===== src/rtl/lnb_pkg.sv =====
package lnb_pkg;
  parameter int DATA_W = 8;
  parameter int DIV_W  = 8;

  typedef enum logic [1:0] {
    MODE_CONT  = 2'd0,
    MODE_BURST = 2'd1,
    MODE_MSG   = 2'd2,
    MODE_OFF   = 2'd3
  } lnb_mode_e;

  typedef enum logic [1:0] {
    SEQ_IDLE = 2'd0,
    SEQ_ON   = 2'd1,
    SEQ_OFF  = 2'd2
  } seq_state_e;

  localparam int A_DIV    = 0;
  localparam int A_CTRL   = 1;
  localparam int A_VOLT   = 2;
  localparam int MSG_BASE = 8;

  localparam int BURST_A_UNITS = 25;
  localparam int PARITY_IDX    = 8;
endpackage


===== src/rtl/lnb_regs.sv =====
module lnb_regs
  import lnb_pkg::*;
#(
  parameter int NBYTES = 8,
  parameter int ADDR_W = 4,
  localparam int LEN_W = (NBYTES > 1) ? $clog2(NBYTES) : 1
) (
  input  logic                         clk,
  input  logic                         rst_n,
  input  logic                         wr_en,
  input  logic [ADDR_W-1:0]            wr_addr,
  input  logic [DATA_W-1:0]            wr_data,
  input  logic                         busy,
  output logic [DIV_W-1:0]             div_q,
  output lnb_mode_e                    mode_q,
  output logic                         sat_b_q,
  output logic [LEN_W-1:0]             len_q,
  output logic                         volt_q,
  output logic [NBYTES-1:0][DATA_W-1:0] msg_q,
  output logic                         start_q
);
  logic lock, div_we, ctrl_we, volt_we, start_d;
  lnb_mode_e wr_mode;

  assign lock    = busy | start_q;
  assign wr_mode = lnb_mode_e'(wr_data[1:0]);
  assign div_we  = wr_en && !lock && (wr_addr == ADDR_W'(A_DIV));
  assign ctrl_we = wr_en && !lock && (wr_addr == ADDR_W'(A_CTRL));
  assign volt_we = wr_en && (wr_addr == ADDR_W'(A_VOLT));
  assign start_d = ctrl_we && wr_data[7] &&
                   ((wr_mode == MODE_BURST) || (wr_mode == MODE_MSG));

  always_ff @(posedge clk or negedge rst_n) begin
    if (!rst_n) begin
      div_q   <= '0;
      mode_q  <= MODE_OFF;
      sat_b_q <= 1'b0;
      len_q   <= '0;
      volt_q  <= 1'b0;
      start_q <= 1'b0;
    end else begin
      start_q <= start_d;
      if (div_we) div_q <= wr_data[DIV_W-1:0];
      if (ctrl_we) begin
        mode_q  <= wr_mode;
        sat_b_q <= wr_data[2];
        len_q   <= wr_data[4 +: LEN_W];
      end
      if (volt_we) volt_q <= wr_data[0];
    end
  end

  for (genvar i = 0; i < NBYTES; i++) begin : g_msg
    logic byte_we;
    assign byte_we = wr_en && !lock && (wr_addr == ADDR_W'(MSG_BASE + i));
    always_ff @(posedge clk or negedge rst_n) begin
      if (!rst_n)       msg_q[i] <= '0;
      else if (byte_we) msg_q[i] <= wr_data;
    end
  end
endmodule


===== src/rtl/lnb_tone_div.sv =====
module lnb_tone_div
  import lnb_pkg::*;
#(
  parameter int UNIT_TONES = 11,
  localparam int CNT_W  = DIV_W + 5,
  localparam int UNIT_W = (UNIT_TONES > 1) ? $clog2(UNIT_TONES) : 1
) (
  input  logic             clk,
  input  logic             rst_n,
  input  logic             clr,
  input  logic [DIV_W-1:0] div,
  output logic             sq,
  output logic             unit_tick
);
  logic [DIV_W-1:0]  eff;
  logic [CNT_W-1:0]  cnt_q, cnt_d, period_last, half;
  logic [UNIT_W-1:0] ucnt_q, ucnt_d;
  logic              tone_tick, ucnt_en;

  assign eff         = (div == '0) ? DIV_W'(1) : div;
  assign period_last = {eff, 5'b0} - CNT_W'(1);
  assign half        = {1'b0, eff, 4'b0};
  assign tone_tick   = (cnt_q >= period_last);
  assign sq          = (cnt_q < half);
  assign unit_tick   = tone_tick && !clr && (ucnt_q == UNIT_W'(UNIT_TONES - 1));
  assign ucnt_en     = clr | tone_tick;

  always_comb begin
    cnt_d  = clr ? '0 : (tone_tick ? '0 : cnt_q + CNT_W'(1));
    ucnt_d = (clr || (ucnt_q == UNIT_W'(UNIT_TONES - 1))) ? '0 : ucnt_q + UNIT_W'(1);
  end

  always_ff @(posedge clk or negedge rst_n) begin
    if (!rst_n) begin
      cnt_q  <= '0;
      ucnt_q <= '0;
    end else begin
      cnt_q <= cnt_d;
      if (ucnt_en) ucnt_q <= ucnt_d;
    end
  end
endmodule


===== src/rtl/lnb_seq.sv =====
module lnb_seq
  import lnb_pkg::*;
#(
  parameter int NBYTES = 8,
  localparam int LEN_W = (NBYTES > 1) ? $clog2(NBYTES) : 1
) (
  input  logic                          clk,
  input  logic                          rst_n,
  input  logic                          start,
  input  logic                          unit_tick,
  input  lnb_mode_e                     mode,
  input  logic                          sat_b,
  input  logic [LEN_W-1:0]              len,
  input  logic [NBYTES-1:0][DATA_W-1:0] msg,
  output logic                          busy,
  output logic                          gate
);
  seq_state_e       state_q, state_d;
  logic [4:0]       left_q, left_d;
  logic [3:0]       bit_q, bit_d, nbit;
  logic [LEN_W-1:0] byte_q, byte_d, nbyte;
  logic             is_a, is_b, bit_now, bit_next, last, en;

  function automatic logic sym_bit(input logic [DATA_W-1:0] b, input logic [3:0] idx);
    logic [3:0] sh;
    sh = 4'd7 - idx;
    return (idx == 4'(PARITY_IDX)) ? ~^b : b[sh[2:0]];
  endfunction

  assign is_a     = (mode == MODE_BURST) && !sat_b;
  assign is_b     = (mode == MODE_BURST) && sat_b;
  assign nbit     = (bit_q == 4'(PARITY_IDX)) ? 4'd0 : bit_q + 4'd1;
  assign nbyte    = (bit_q == 4'(PARITY_IDX)) ? byte_q + LEN_W'(1) : byte_q;
  assign bit_now  = is_b | sym_bit(msg[byte_q], bit_q);
  assign bit_next = is_b | sym_bit(msg[nbyte], nbit);
  assign last     = (bit_q == 4'(PARITY_IDX)) && (is_b || (byte_q == len));
  assign en       = start | unit_tick;
  assign busy     = (state_q != SEQ_IDLE);
  assign gate     = (state_q == SEQ_ON);

  always_comb begin
    state_d = state_q;
    left_d  = left_q;
    bit_d   = bit_q;
    byte_d  = byte_q;
    unique case (state_q)
      SEQ_IDLE: if (start) begin
        state_d = SEQ_ON;
        left_d  = is_a ? 5'(BURST_A_UNITS) : (bit_now ? 5'd1 : 5'd2);
      end
      SEQ_ON: if (unit_tick) begin
        if (left_q != 5'd1)  left_d = left_q - 5'd1;
        else if (is_a) begin
          state_d = SEQ_IDLE;
          bit_d   = '0;
          byte_d  = '0;
        end else begin
          state_d = SEQ_OFF;
          left_d  = bit_now ? 5'd2 : 5'd1;
        end
      end
      SEQ_OFF: if (unit_tick) begin
        if (left_q != 5'd1) left_d = left_q - 5'd1;
        else if (last) begin
          state_d = SEQ_IDLE;
          bit_d   = '0;
          byte_d  = '0;
        end else begin
          state_d = SEQ_ON;
          bit_d   = nbit;
          byte_d  = nbyte;
          left_d  = bit_next ? 5'd1 : 5'd2;
        end
      end
      default: state_d = SEQ_IDLE;
    endcase
  end

  always_ff @(posedge clk or negedge rst_n) begin
    if (!rst_n) begin
      state_q <= SEQ_IDLE;
      left_q  <= '0;
      bit_q   <= '0;
      byte_q  <= '0;
    end else if (en) begin
      state_q <= state_d;
      left_q  <= left_d;
      bit_q   <= bit_d;
      byte_q  <= byte_d;
    end
  end
endmodule


===== src/rtl/lnb_tx.sv =====
module lnb_tx
  import lnb_pkg::*;
#(
  parameter int NBYTES     = 8,
  parameter int UNIT_TONES = 11,
  parameter int ADDR_W     = 4,
  localparam int LEN_W = (NBYTES > 1) ? $clog2(NBYTES) : 1
) (
  input  logic              clk,
  input  logic              rst_n,
  input  logic              wr_en,
  input  logic [ADDR_W-1:0] wr_addr,
  input  logic [7:0]        wr_data,
  output logic              tone_out,
  output logic              volt_sel,
  output logic              busy
);
  logic [1:0]                    rst_sync;
  logic                          rst_i_n;
  logic [DIV_W-1:0]              div_q;
  lnb_mode_e                     mode_q;
  logic                          sat_b_q, volt_q, start_q, sq, unit_tick, gate;
  logic [LEN_W-1:0]              len_q;
  logic [NBYTES-1:0][DATA_W-1:0] msg_q;

  always_ff @(posedge clk or negedge rst_n) begin
    if (!rst_n) rst_sync <= 2'b00;
    else        rst_sync <= {rst_sync[0], 1'b1};
  end
  assign rst_i_n = rst_sync[1];

  lnb_regs #(.NBYTES(NBYTES), .ADDR_W(ADDR_W)) u_regs (
    .clk(clk), .rst_n(rst_i_n), .wr_en(wr_en), .wr_addr(wr_addr),
    .wr_data(wr_data), .busy(busy), .div_q(div_q), .mode_q(mode_q),
    .sat_b_q(sat_b_q), .len_q(len_q), .volt_q(volt_q), .msg_q(msg_q),
    .start_q(start_q)
  );

  lnb_tone_div #(.UNIT_TONES(UNIT_TONES)) u_div (
    .clk(clk), .rst_n(rst_i_n), .clr(start_q), .div(div_q),
    .sq(sq), .unit_tick(unit_tick)
  );

  lnb_seq #(.NBYTES(NBYTES)) u_seq (
    .clk(clk), .rst_n(rst_i_n), .start(start_q), .unit_tick(unit_tick),
    .mode(mode_q), .sat_b(sat_b_q), .len(len_q), .msg(msg_q),
    .busy(busy), .gate(gate)
  );

  assign tone_out = sq & (gate | (mode_q == MODE_CONT));
  assign volt_sel = volt_q;
endmodule


===== config.mk =====
export PLATFORM = sky130hd
export DESIGN_NAME = lnb_tx
export DESIGN_NICKNAME = d
export VERILOG_FILES = /design/src/rtl/lnb_pkg.sv /design/src/rtl/lnb_regs.sv /design/src/rtl/lnb_tone_div.sv /design/src/rtl/lnb_seq.sv /design/src/rtl/lnb_tx.sv
export SDC_FILE = /design/constraint.sdc
export NUM_CORES = 1
export LEC_CHECK = 0
export BUFFER_PORTS_ARGS = -buffer_cell sky130_fd_sc_hd__clkbuf_2
export CORE_MARGIN = 10
export CORE_UTILIZATION = 50
export DETAILED_ROUTE_END_ITERATION = 12
export PLACE_DENSITY = 0.71
export SYNTH_ARGS = -nofsm -noshare
export SYNTH_HDL_FRONTEND = slang
export SYNTH_SLANG_ARGS = --single-unit
export TNS_END_PERCENT = 10

===== constraint.sdc =====
create_clock -name clk -period 4.8 [get_ports clk]
set_clock_uncertainty 0.2 [all_clocks]
set_input_delay 1.2 -clock clk [delete_from_list [all_inputs] [get_ports clk]]
set_output_delay 1.2 -clock clk [all_outputs]
set_load 0.03 [all_outputs]

; Word level (Yosys, flattened, before mapping)
; Cells that the tools add are included.
[classes]
add_sub_neg = 8
n_lt_le_gt_ge = 6
eq_ne = 28
muxes = 50
bitwise_logic = 7
reduce_logical = 37
[op_table]
columns = op, count
row1 = $bmux W8 S3, 2
row2 = $eq A4 B4 Y1 const B, 11
row3 = $mux W5, 8
row4 = $mux W4, 8
row5 = $mux W13, 2
row6 = $mux W8, 3
row7 = $mux W3, 7
row8 = $logic_and A1 B1 Y1, 19
row9 = $mux W2, 9
row10 = $lt A3 B4 Y1 const B, 4
row11 = $reduce_xnor A8 Y1, 2
row12 = $pmux W5 S3, 1
row13 = $reduce_and A7 Y1, 2
row14 = $add A13 B1 Y13 const B, 1
row15 = $ge A13 B13 Y1, 1
row16 = $lt A13 B12 Y1, 1
row17 = $sub A13 B1 Y13 const B, 1
row18 = $add A4 B1 Y4 const B, 2
row19 = $logic_not A8 Y1, 1
row20 = $pmux W4 S2, 1
row21 = $bmux W1 S3, 2
row22 = $eq A2 B1 Y1 const B, 3
row23 = $ne A2 B1 Y1 const B, 3
row24 = $ne A2 B2 Y1 const B, 3
row25 = other kinds (21), 39
[word_totals]
ff_bits = 113
wordCells = 157

; Longest topological paths before layout
; Gate-level depths: netlist of run 1.
[logic_depth]
depth_word = 13
ltp_mapped = 16
ltp_nobuf = 16

; Cells and area by module
; A second synthesis of run 1 with hierarchy kept.
[hier_totals]
hier_cells = 754
area_unflattened_um2 = 8156.6
[by_module_without_submodules]
columns = module, instances, cells_per_inst, area_each_um2, seq_area_each_um2
row1 = lnb_seq, 1, 406, 3589.7, 350.3
row2 = lnb_regs, 1, 192, 3168.0, 2004.4
row3 = lnb_tone_div, 1, 151, 1333.8, 425.4
row4 = lnb_tx, 1, 5, 65.1, 50.0

; Worst setup path after synthesis of run 1
; OpenSTA, ideal clock, no wires.
[synth_timing]
path_type = register -> output
from = reg u_regs.div_q[2]
to = out tone_out
arrival_time_ns = 2.826
slack_ns = 0.574
path_stages_with_launch = 12
cell_sequence = dfrtp_1 -> nor4_1 -> nand2_1 -> o21bai_1 -> inv_1 -> o21a_1 -> o21a_1 -> o21ai_0 -> nand2b_1 -> a21oi_1 -> nor2b_1 -> o41ai_1
[synth_via]
elab_chain_len = 4
[synth_rtl]
columns = element, line_no
row1 = from (decl), lnb_regs.sv:14  ; output logic [DIV_W-1:0] div_q,
row2 = from (signal assigned), lnb_regs.sv:43  ; if (div_we) div_q <= wr_data[DIV_W-1:0];
row3 = $logic_not A8 Y1, lnb_tone_div.sv:20  ; assign eff = (div == '0) ? DIV_W'(1) : div;
row4 = $mux W8 (*), lnb_tone_div.sv:20
row5 = $lt A13 B12 Y1 (*), lnb_tone_div.sv:24  ; assign sq = (cnt_q < half);
row6 = $and A1 B1 Y1 (*), lnb_tx.sv:50  ; assign tone_out = sq & (gate | (mode_q == MODE_CONT));
row7 = to (decl), lnb_tx.sv:14  ; output logic tone_out,
; Every way passes the cells marked *; elsewhere a longest branch is shown, timed or not.

; Final worst setup path of run 1
; Same ends and word-level chain as after synthesis.

==> results of run 1 <==
## stage by stage
step	hold slack [ps]	utilization, %
6_report	154	56.4
5_1_grt	159	56.4
4_1_cts	156	56.2
3_5_place_dp	143	52.3
3_3_place_gp	139	52.3
2_1_floorplan	131	-
## per-layer routing
metal | up-vias | wire length (um) | track usage, % | share of wire, %
met1 | 3018 | 8840 | 24.8 | 44
met2 | 238 | 9450 | 29.4 | 47
li1 | 2940 | - | - | -
met4 | 0 | 398 | 7.96 | 2.0
met3 | 34 | 1290 | 3.86 | 6.5
met5 | - | 0 | 0 | 0
## layout make-up
cell class	count	share of cell area, %
Timing Repair Buffer	38	2.72
Sequential cell	113	31.8
Multi-Input combinational cell	628	54.4
Tap cell	216	3.03
Clock inverter	12	1.77
Inverter	25	1.05
Clock buffer	20	5.23
## worst max-delay path: stages, from the launching register on
cell,delay [ps]
dfrtp_1,460
nor4_2,370
nand2_1,110
o21bai_1,250
inv_1,110
o21a_1,180
o21a_1,160
o21ai_0,150
nand2b_1,80
a21oi_1,180
nor2b_1,60
o41ai_1,230
clkbuf_2,260
## cell families after synthesis
group	after synthesis
other	1
and+or+nand+nor	276
buffers and inverters	75
DFF	113
muxes	144
adders and majority gates	28
xor gates and xnor gates	53
AOI/OAI and AO/OA	126
## power by group through the flow
stage               logic, mW  registers, mW  clock network, mW
floorplan               0.221           1.09                  0
global placement        0.294           1.10                  0
detailed placement      0.301           1.10                  0
CTS                     0.305           1.09               1.35
global route            0.345           1.10               1.38
finish                  0.302           1.09               1.33
## what timing repair did
item	CTS	global route
resized for setup	0	1
buffers inserted	0	3
endpoints found under the setup margin	0	6
hold buffers	0	0
endpoints found under the hold margin	0	0
## state kept, by name, summed over array words and instances, names as in the netlist
name,cells
u_seq.byte_q,3
u_regs.msg_q,64
u_seq.bit_q,4
rst_sync,2
u_regs.sat_b_q,1
u_regs.div_q,8
u_seq.left_q,5
u_regs.len_q,3
u_div.ucnt_q,4
u_regs.start_q,1
u_regs.volt_q,1
u_seq.state_q,2
u_div.cnt_q,13
u_regs.mode_q,2
## synth_stat cells, drive strengths merged (5+ instances only)
library cell,number
dfrtp,111
a32oi,7
nor2b,10
nor4,5
a22o,5
nor3b,6
clkbuf,24
mux4,18
ha,28
nand2,81
nand2b,48
mux2i,45
nor3,30
buf,26
mux2,81
nand4,5
nor2,48
xnor2,29
nand3,18
o32ai,8
o21ai,25
a21oi,49
inv,25
xor2,24
## worst min path at each step
stage / depth (start not counted) / endpoint / slack, ps
2_1_floorplan: 0 / rst_sync[1]$_DFF_PN0_ / 130
3_3_place_gp: 0 / rst_sync[1]$_DFF_PN0_ / 140
5_1_grt: 0 / rst_sync[1]$_DFF_PN0_ / 160
3_5_place_dp: 0 / rst_sync[1]$_DFF_PN0_ / 140
4_1_cts: 0 / rst_sync[1]$_DFF_PN0_ / 160
6_report: 0 / rst_sync[1]$_DFF_PN0_ / 150
==> run_results.csv, run 1 <==
group,metric,value,unit
final_layout,stdcell_count,1052,
synthesis,synth_cell_type_count,69,
synthesis,synth_edf_count,0,
clock_network,htreeDepth,4,
timing,slew_viol_final,0,
clock_network,clk_pin_slew,60,ps
timing,fin_crit,4420,ps
placed_design,dp_cells,1017,
power,pwr-share-seq,40.1,%
power,intPower,1.99,mW
timing,tns,0,ps
die,core_region_area,15800,sq um
setup_path,crit_path_start_kind,"register",
timing,fin_crit_sh,92.2,%
final_layout,seqCellArea,2840,sq um
placed_design,gp_congestion,0.923,
drt,drc,0,
final_layout,design_area,8930,sq um
drt,initialDrtViolationCount,415,
die,die_w,147,um
timing,clock.fmax,226,MHz
setup_path,crit_start,"u_regs.div_q[2]$_DFFE_PN0P_",
hold_path,hold_path.class,"reg -> reg",
setup_path,reg2regPathDepth,17,
synthesis,syn_area,8020,sq um
setup_path,worst_ep_required_time,3400,ps
timing,report.final.hold_viol_count,0,
timing,layout_setup_ws,377,ps
power,ir_worst_vdd,418,uV
final_layout,nets,866,
drt,wl_per_cell,19.0,um
hold_path,hp-start,"rst_sync[0]$_DFF_PN0_",
synthesis,synthTopCellsByArea,"dfrtp_1 35%, mux2_2 11%, mux2i_1 5.5%, ha_1 4.4%, mux4_2 3.9%",
power,p_switching,0.721,mW
synthesis,async_flop_share,100,%
setup_path,crit_type,"reg -> out",
power,combPwrFrac,11.1,%
global_route,grt_use_total,18.8,%
final_layout,antennaDiodeCount,0,
placed_design,dp_hpwl,13.7,mm
setup_path,rrSetupSlack,440,ps
synthesis,synth_fp_nets,859,
final_layout,layout_common_cells,"108 x dfrtp_1, 81 x mux2_2, 81 x nand2_1, 49 x a21oi_1",
setup_path,rr_startpoint,"u_regs.div_q[2]$_DFFE_PN0P_",
drt,avgViaCountPerCell,5.92,
die,io_pins,18,
placed_design,placed_cell_area,8270,sq um
final_layout,synthToLayoutAreaGrowth,11.3,%
clock_network,clock-sinks,113,
outcome,status,"complete, no violations",
final_layout,num-fill-cells,1383,
drt,wl,20.0,mm
drt,dr.pass1.iters,5,
synthesis,synth_warnings,0,
synthesis,synthSimpleGateAreaFrac,17.6,%
synthesis,synth_seq_area_share,35.3,%
drt,routed-via-count,6230,
timing,slew_headroom,30.6,%
clock_network,cts_tree,"built",
global_route,gr-total-overflow,0,
power,power_leakage,3.75,nW
placed_design,io_buffer_count,17,
clock_network,numCtsBuffers,17,
global_route,grt_pass1_vias,6090,
synthesis,synth_top_area_cell,"dfrtp_1",
final_layout,final_common_cell,"dfrtp_1",
power,netSwitchingFraction,26.6,%
power,power.total,2.71,mW
die,die_area,21500,sq um
synthesis,ys_seq_elements,113,
setup_path,endpoint_kind,"output pin",
synthesis,synth_mux_area_share,22.3,%
global_route,grt_pass1_wl,32.7,mm
clock_network,clk-insertion-delay-late,430,ps
setup_path,rr_endpoint,"u_seq.left_q[0]$_DFFE_PN0P_",
synthesis,synth-main-ff-cell,"dfrtp_1",
global_route,grt_max_degree,75,
synthesis,synth_top_area_share,34.6,%
setup_path,cp-endpoint,"tone_out",
synthesis,synthCells,816,
clock_network,cts_root_buffer,"clkbuf_16",
synthesis,synthXorXnorAreaFrac,5.88,%
synthesis,syn_avg_cell_area,9.83,sq um
final_layout,drive_above_1_share,22.1,%
run,max_cap_viol_count,0,
die,fp.dieH,147,um
die,rows,46,
setup_path,arrival,3020,ps
timing,worst_slew_pin_slew,1040,ps
synthesis,synth_top_family_by_area,"multiplexers",
clock_network,clockBufferDepth,2,
synthesis,synth_compound_area_share,10.3,%
global_route,grt_antenna_before_repair,0,
drt,ant_nets,0,
placed_design,place_ws,469,ps
power,clkPwrFrac,48.8,%
power,pwr_density_cell,304,nW/um^2
setup_path,path_max_fanout,6,
final_layout,multiInputGateArea,4860,sq um
timing,setup_viol,0,
synthesis,synthAdderAreaFrac,4.37,%
die,initial_core_util,50.7,%
Power figures use the tool's default switching activity.
==> inputs of run 2 (changes only) <==
- CORE_UTILIZATION: 50 -> 40
- PLACE_DENSITY: 0.71 -> 0.6
==> run_results.csv, run 2 (same netlist as run 1, synthesis figures left out) <==
group,metric,value,unit
global_route,grt_antenna_before_repair,0,
setup_path,max_stage_delay,450,ps
die,die_w,162,um
clock_network,cts_root_buffer,"clkbuf_16",
global_route,grt_pass1_vias,6094,
global_route,gr-total-overflow,0,
placed_design,io_buffer_count,17,
run,max_cap_viol_count,0,
placed_design,gp_congestion,0.870,
setup_path,crit_top_cell,"o21a_1",
timing,worst_slew_pin_slew,1110,ps
timing,tns,0,ps
final_layout,nets,863,
timing,fin_crit,4470,ps
clock_network,numCtsBuffers,17,
timing,report.final.hold_viol_count,0,
power,pwr-share-seq,41.1,%
power,netSwitchingFraction,26.5,%
timing,holdWs,151,ps
drt,wl_per_cell,18.3,um
final_layout,final_common_cell,"dfrtp_1",
setup_path,worst_ep_required_time,3400,ps
die,die_area,26100,sq um
global_route,grt_pass1_wl,32.9,mm
final_layout,largest_reg_flops,64,
clock_network,cts_tree,"built",
clock_network,clk-insertion-delay-late,420,ps
final_layout,stdcell_count,1099,
die,io_pins,18,
outcome,status,"complete, no violations",
global_route,grt_use_total,15.7,%
setup_path,crit_chain,"nor4_1, nand2_1, o21bai_1, inv_1, o21a_1, o21a_1, o21ai_0, nand2b_1, a21oi_1, nor2b_1, o41ai_1, clkbuf_2",
final_layout,synthToLayoutAreaGrowth,11.2,%
clock_network,cts_resized,0,
power,clkPwrFrac,47.2,%
drt,dr.pass1.iters,5,
drt,drc,0,
hold_path,hold_path.class,"reg -> reg",
final_layout,final_util,45.5,%
power,combPwrFrac,11.6,%
clock_network,clk_pin_slew,60,ps
power,power.total,2.64,mW
clock_network,clockBufferDepth,2,
timing,fin_crit_sh,93.2,%
placed_design,place_ws,382,ps
final_layout,top_regs,"u_regs.msg_q (64), u_div.cnt_q (13), u_regs.div_q (8)",
power,ir_worst_vdd,215,uV
timing,slew_headroom,25.9,%
timing,clock.fmax,223,MHz
placed_design,dp_hpwl,14.1,mm
power,pwr_density_cell,296,nW/um^2
power,intPower,1.94,mW
timing,layout_setup_ws,325,ps
final_layout,drive_above_1_share,21.5,%
clock_network,htreeDepth,4,
clock_network,clock-sinks,113,
setup_path,crit_type,"reg -> out",
die,rows,51,
placed_design,dp_cells,1063,
die,core_region_area,19600,sq um
setup_path,endpoint_kind,"output pin",
drt,initialDrtViolationCount,344,
final_layout,design_area,8920,sq um
timing,setup_viol,0,
timing,rsz0062_at_grt,"false",
drt,avgViaCountPerCell,5.54,
drt,routed-via-count,6090,
placed_design,placed_cell_area,8310,sq um
setup_path,cp_slowest_cell,"dfrtp_1",
final_layout,num-fill-cells,1885,
setup_path,path_max_fanout,6,
global_route,grt_max_degree,71,
setup_path,arrival,3070,ps
power,power_leakage,3.71,nW
drt,wl,20.1,mm
timing,slew_viol_final,0,
final_layout,top_register,"u_regs.msg_q",
die,initial_core_util,40.9,%
drt,ant_nets,0,
setup_path,crit_path_start_kind,"register",
final_layout,layout_common_cells,"108 x dfrtp_1, 81 x mux2_2, 81 x nand2_1, 49 x a21oi_1",
power,p_switching,0.699,mW
die,fp.dieH,162,um
-- run 2: changes by cell type in the layout (fill, tap and decap cells not counted), moves of 2 or more --
cell and delta:
clkbuf_1 +2, clkinv_2 +2, clkinv_4 -4, buf_4 -3
-- run 2: final timing paths --
kind,start,slack [ps],depth (start not counted),end
setup / recovery,u_regs.div_q[2]$_DFFE_PN0P_,330,12,tone_out
hold / removal,rst_sync[0]$_DFF_PN0_,150,0,rst_sync[1]$_DFF_PN0_
setup reg to reg,u_seq.bit_q[0]$_DFFE_PN0P_,640,11,u_seq.left_q[0]$_DFFE_PN0P_
hold reg to reg,rst_sync[0]$_DFF_PN0_,150,0,rst_sync[1]$_DFF_PN0_
max in group asynchronous,rst_sync[1]$_DFF_PN0_,3050,1,u_regs.msg_q[19]$_DFFE_PN0P_
min in group asynchronous,rst_sync[1]$_DFF_PN0_,260,0,u_regs.msg_q[46]$_DFFE_PN0P_
-- run 2: repair_timing --
action	4_1_cts	5_1_grt
setup buffers	0	3
hold buffers	0	0
hold endpoints to repair	0	0
setup endpoints to repair	0	3
-- run 2: area by class of cell --
type | instances | area [sq um] | area share, %
repair buffers | 35 | 220 | 2.47
inverters | 25 | 93.8 | 1.05
diodes | 1 | 2.50 | 0.0280
well taps | 265 | 332 | 3.72
flip-flops and latches | 113 | 2840 | 31.8
multi-input cells | 628 | 4850 | 54.4
clock inverters | 10 | 110 | 1.23
clock buffers | 22 | 474 | 5.31
-- run 2: routing by layer --
layer / GRT usage [%] / share of wire [%] / vias up
met1: 20.9 / 46 / 2986
met5: 0 / 0 / -
met4: 5.05 / 1.4 / 0
met2: 25.2 / 47 / 152
li1: - / - / 2932
met3: 2.90 / 4.9 / 20
-- run 2: power groups by stage --
stage | clock, mW | sequential (mW) | combinational [mW]
after floorplan | 0 | 1.09 | 0.221
after global placement | 0 | 1.10 | 0.305
after detailed placement | 0 | 1.10 | 0.310
after CTS | 1.27 | 1.09 | 0.311
after global routing | 1.31 | 1.10 | 0.347
final | 1.25 | 1.09 | 0.307
-- run 2: critical path: cells and delay by family (launching register included) --
kind / cells / cell delay (ps)
flip-flops: 1 / 450
AO/OA/AOI/OAI: 6 / 1160
AND/OR/NAND/NOR: 4 / 650
buffers and inverters: 2 / 390
==> inputs of run 3 (changes only) <==
- CORE_UTILIZATION: 40 -> 48
- PLACE_DENSITY: 0.6 -> 0.69
==> run_results.csv, run 3 (same netlist as run 1, synthesis figures left out) <==
group,metric,value,unit
die,die_area,22300,sq um
drt,dr.pass1.iters,5,
power,ir_worst_vdd,227,uV
setup_path,arrival,2940,ps
timing,setup_viol,0,
power,pwr_density_cell,301,nW/um^2
clock_network,numCtsBuffers,17,
final_layout,top_regs,"u_regs.msg_q (64), u_div.cnt_q (13), u_regs.div_q (8)",
hold_path,hold_path.class,"reg -> reg",
clock_network,cts_tree,"built",
global_route,grt_use_total,18.7,%
final_layout,top_register,"u_regs.msg_q",
clock_network,ctsHoldBuffers,0,
die,io_pins,18,
final_layout,antennaDiodeCount,0,
placed_design,io_buffer_count,17,
drt,drc,0,
final_layout,final_common_cell,"dfrtp_1",
final_layout,drive_above_1_share,21.6,%
timing,slew_viol_final,0,
final_layout,largest_reg_flops,64,
clock_network,cts_root_buffer,"clkbuf_16",
final_layout,num-fill-cells,1487,
timing,tns,0,ps
global_route,grt_antenna_before_repair,0,
setup_path,endpoint_kind,"output pin",
outcome,status,"complete, no violations",
setup_path,crit_type,"reg -> out",
global_route,grt_pass1_wl,32.9,mm
drt,wl,20.0,mm
die,rows,47,
clock_network,clock-sinks,113,
drt,initialDrtViolationCount,486,
drt,avgViaCountPerCell,5.94,
drt,routed-via-count,6255,
timing,rsz0062_at_grt,"false",
final_layout,nets,864,
global_route,grt_max_degree,95,
setup_path,worst_ep_required_time,3400,ps
timing,fin_crit_sh,90.4,%
clock_network,clockBufferDepth,2,
run,max_cap_viol_count,0,
timing,report.final.hold_viol_count,0,
global_route,grt_pass1_vias,6092,
setup_path,path_max_fanout,6,
timing,clock.fmax,230,MHz
timing,slew_headroom,31.7,%
drt,ant_nets,0,
die,core_region_area,16500,sq um
global_route,gr-total-overflow,0,
clock_network,htreeDepth,4,
final_layout,final_util,54.1,%
final_layout,synthToLayoutAreaGrowth,11.0,%
die,initial_core_util,48.7,%
placed_design,gp_congestion,0.926,
placed_design,dp_hpwl,13.6,mm
clock_network,clk-insertion-delay-late,430,ps
die,die_w,149,um
drt,wl_per_cell,19.0,um
final_layout,layout_common_cells,"108 x dfrtp_1, 81 x mux2_2, 81 x nand2_1, 49 x a21oi_1",
power,power_leakage,3.72,nW
setup_path,crit_path_start_kind,"register",
clock_network,clk_pin_slew,50,ps
die,fp.dieH,149,um
timing,fin_crit,4340,ps
timing,worst_slew_pin_slew,1020,ps
run 3: worst max-delay path, stage by stage (launching register included):
cell,delay [ps]
dfrtp_1,450
nor4_2,330
nand2_1,100
o21bai_1,250
inv_1,110
o21a_1,180
o21a_1,160
o21ai_0,150
nand2b_1,70
a21oi_1,140
nor2b_1,60
o41ai_1,240
clkbuf_2,270
run 3: power breakdown:
part	switching, mW	internal (mW)
Combinational	0.170	0.133
Sequential	0.0824	1.01
Clock	0.452	0.836
run 3: final cells by class:
cell class              instances  area, sq um  share of cell area, %
well taps                     220          275                   3.09
repair buffers                 36          240                   2.70
flip-flops and latches        113         2840                   31.9
inverters                      25         93.8                   1.05
clock buffers                  21          460                   5.17
multi-input cells             628         4860                   54.6
clock inverters                10          135                   1.52
run 3: metal layers:
layer / vias to the layer above / share of wire [%] / track usage, %
met5: - / 0 / 0
met4: 0 / 2.2 / 7.02
met3: 39 / 6.1 / 4.46
met2: 193 / 47 / 29.4
met1: 3079 / 44 / 24.5
li1: 2944 / - / -
run 3: path summary, 6_finish.rpt:
check	startpoint	end	slack, ps	cells past startpoint
max in group asynchronous	rst_sync[1]$_DFF_PN0_	u_regs.msg_q[19]$_DFFE_PN0P_	3060	1
min in group asynchronous	rst_sync[1]$_DFF_PN0_	u_regs.volt_q$_DFFE_PN0P_	300	0
setup / recovery	u_regs.div_q[2]$_DFFE_PN0P_	tone_out	460	12
hold reg to reg	rst_sync[0]$_DFF_PN0_	rst_sync[1]$_DFF_PN0_	150	0
hold / removal	rst_sync[0]$_DFF_PN0_	rst_sync[1]$_DFF_PN0_	150	0
setup reg to reg	u_seq.bit_q[0]$_DFFE_PN0P_	u_seq.left_q[0]$_DFFE_PN0P_	690	12
run 3: what timing repair did:
action	in CTS	in global routing
gates resized for setup	0	1
setup endpoints to repair	0	5
buffers inserted	0	3
run 3: metrics by stage:
step | cells | total power, mW | setup slack, ps | hold WS, ps | area [sq um]
final | 1053 | 2.68 | 460 | 150 | 8900
after global routing | 1053 | 2.79 | 84.1 | 155 | 8900
after CTS | 1050 | 2.70 | 350 | 153 | 8870
after detailed placement | 1019 | 1.41 | 431 | 143 | 8280
after global placement | 1019 | 1.40 | 560 | 136 | 8280
after floorplan | 816 | 1.31 | 574 | 131 | 8020
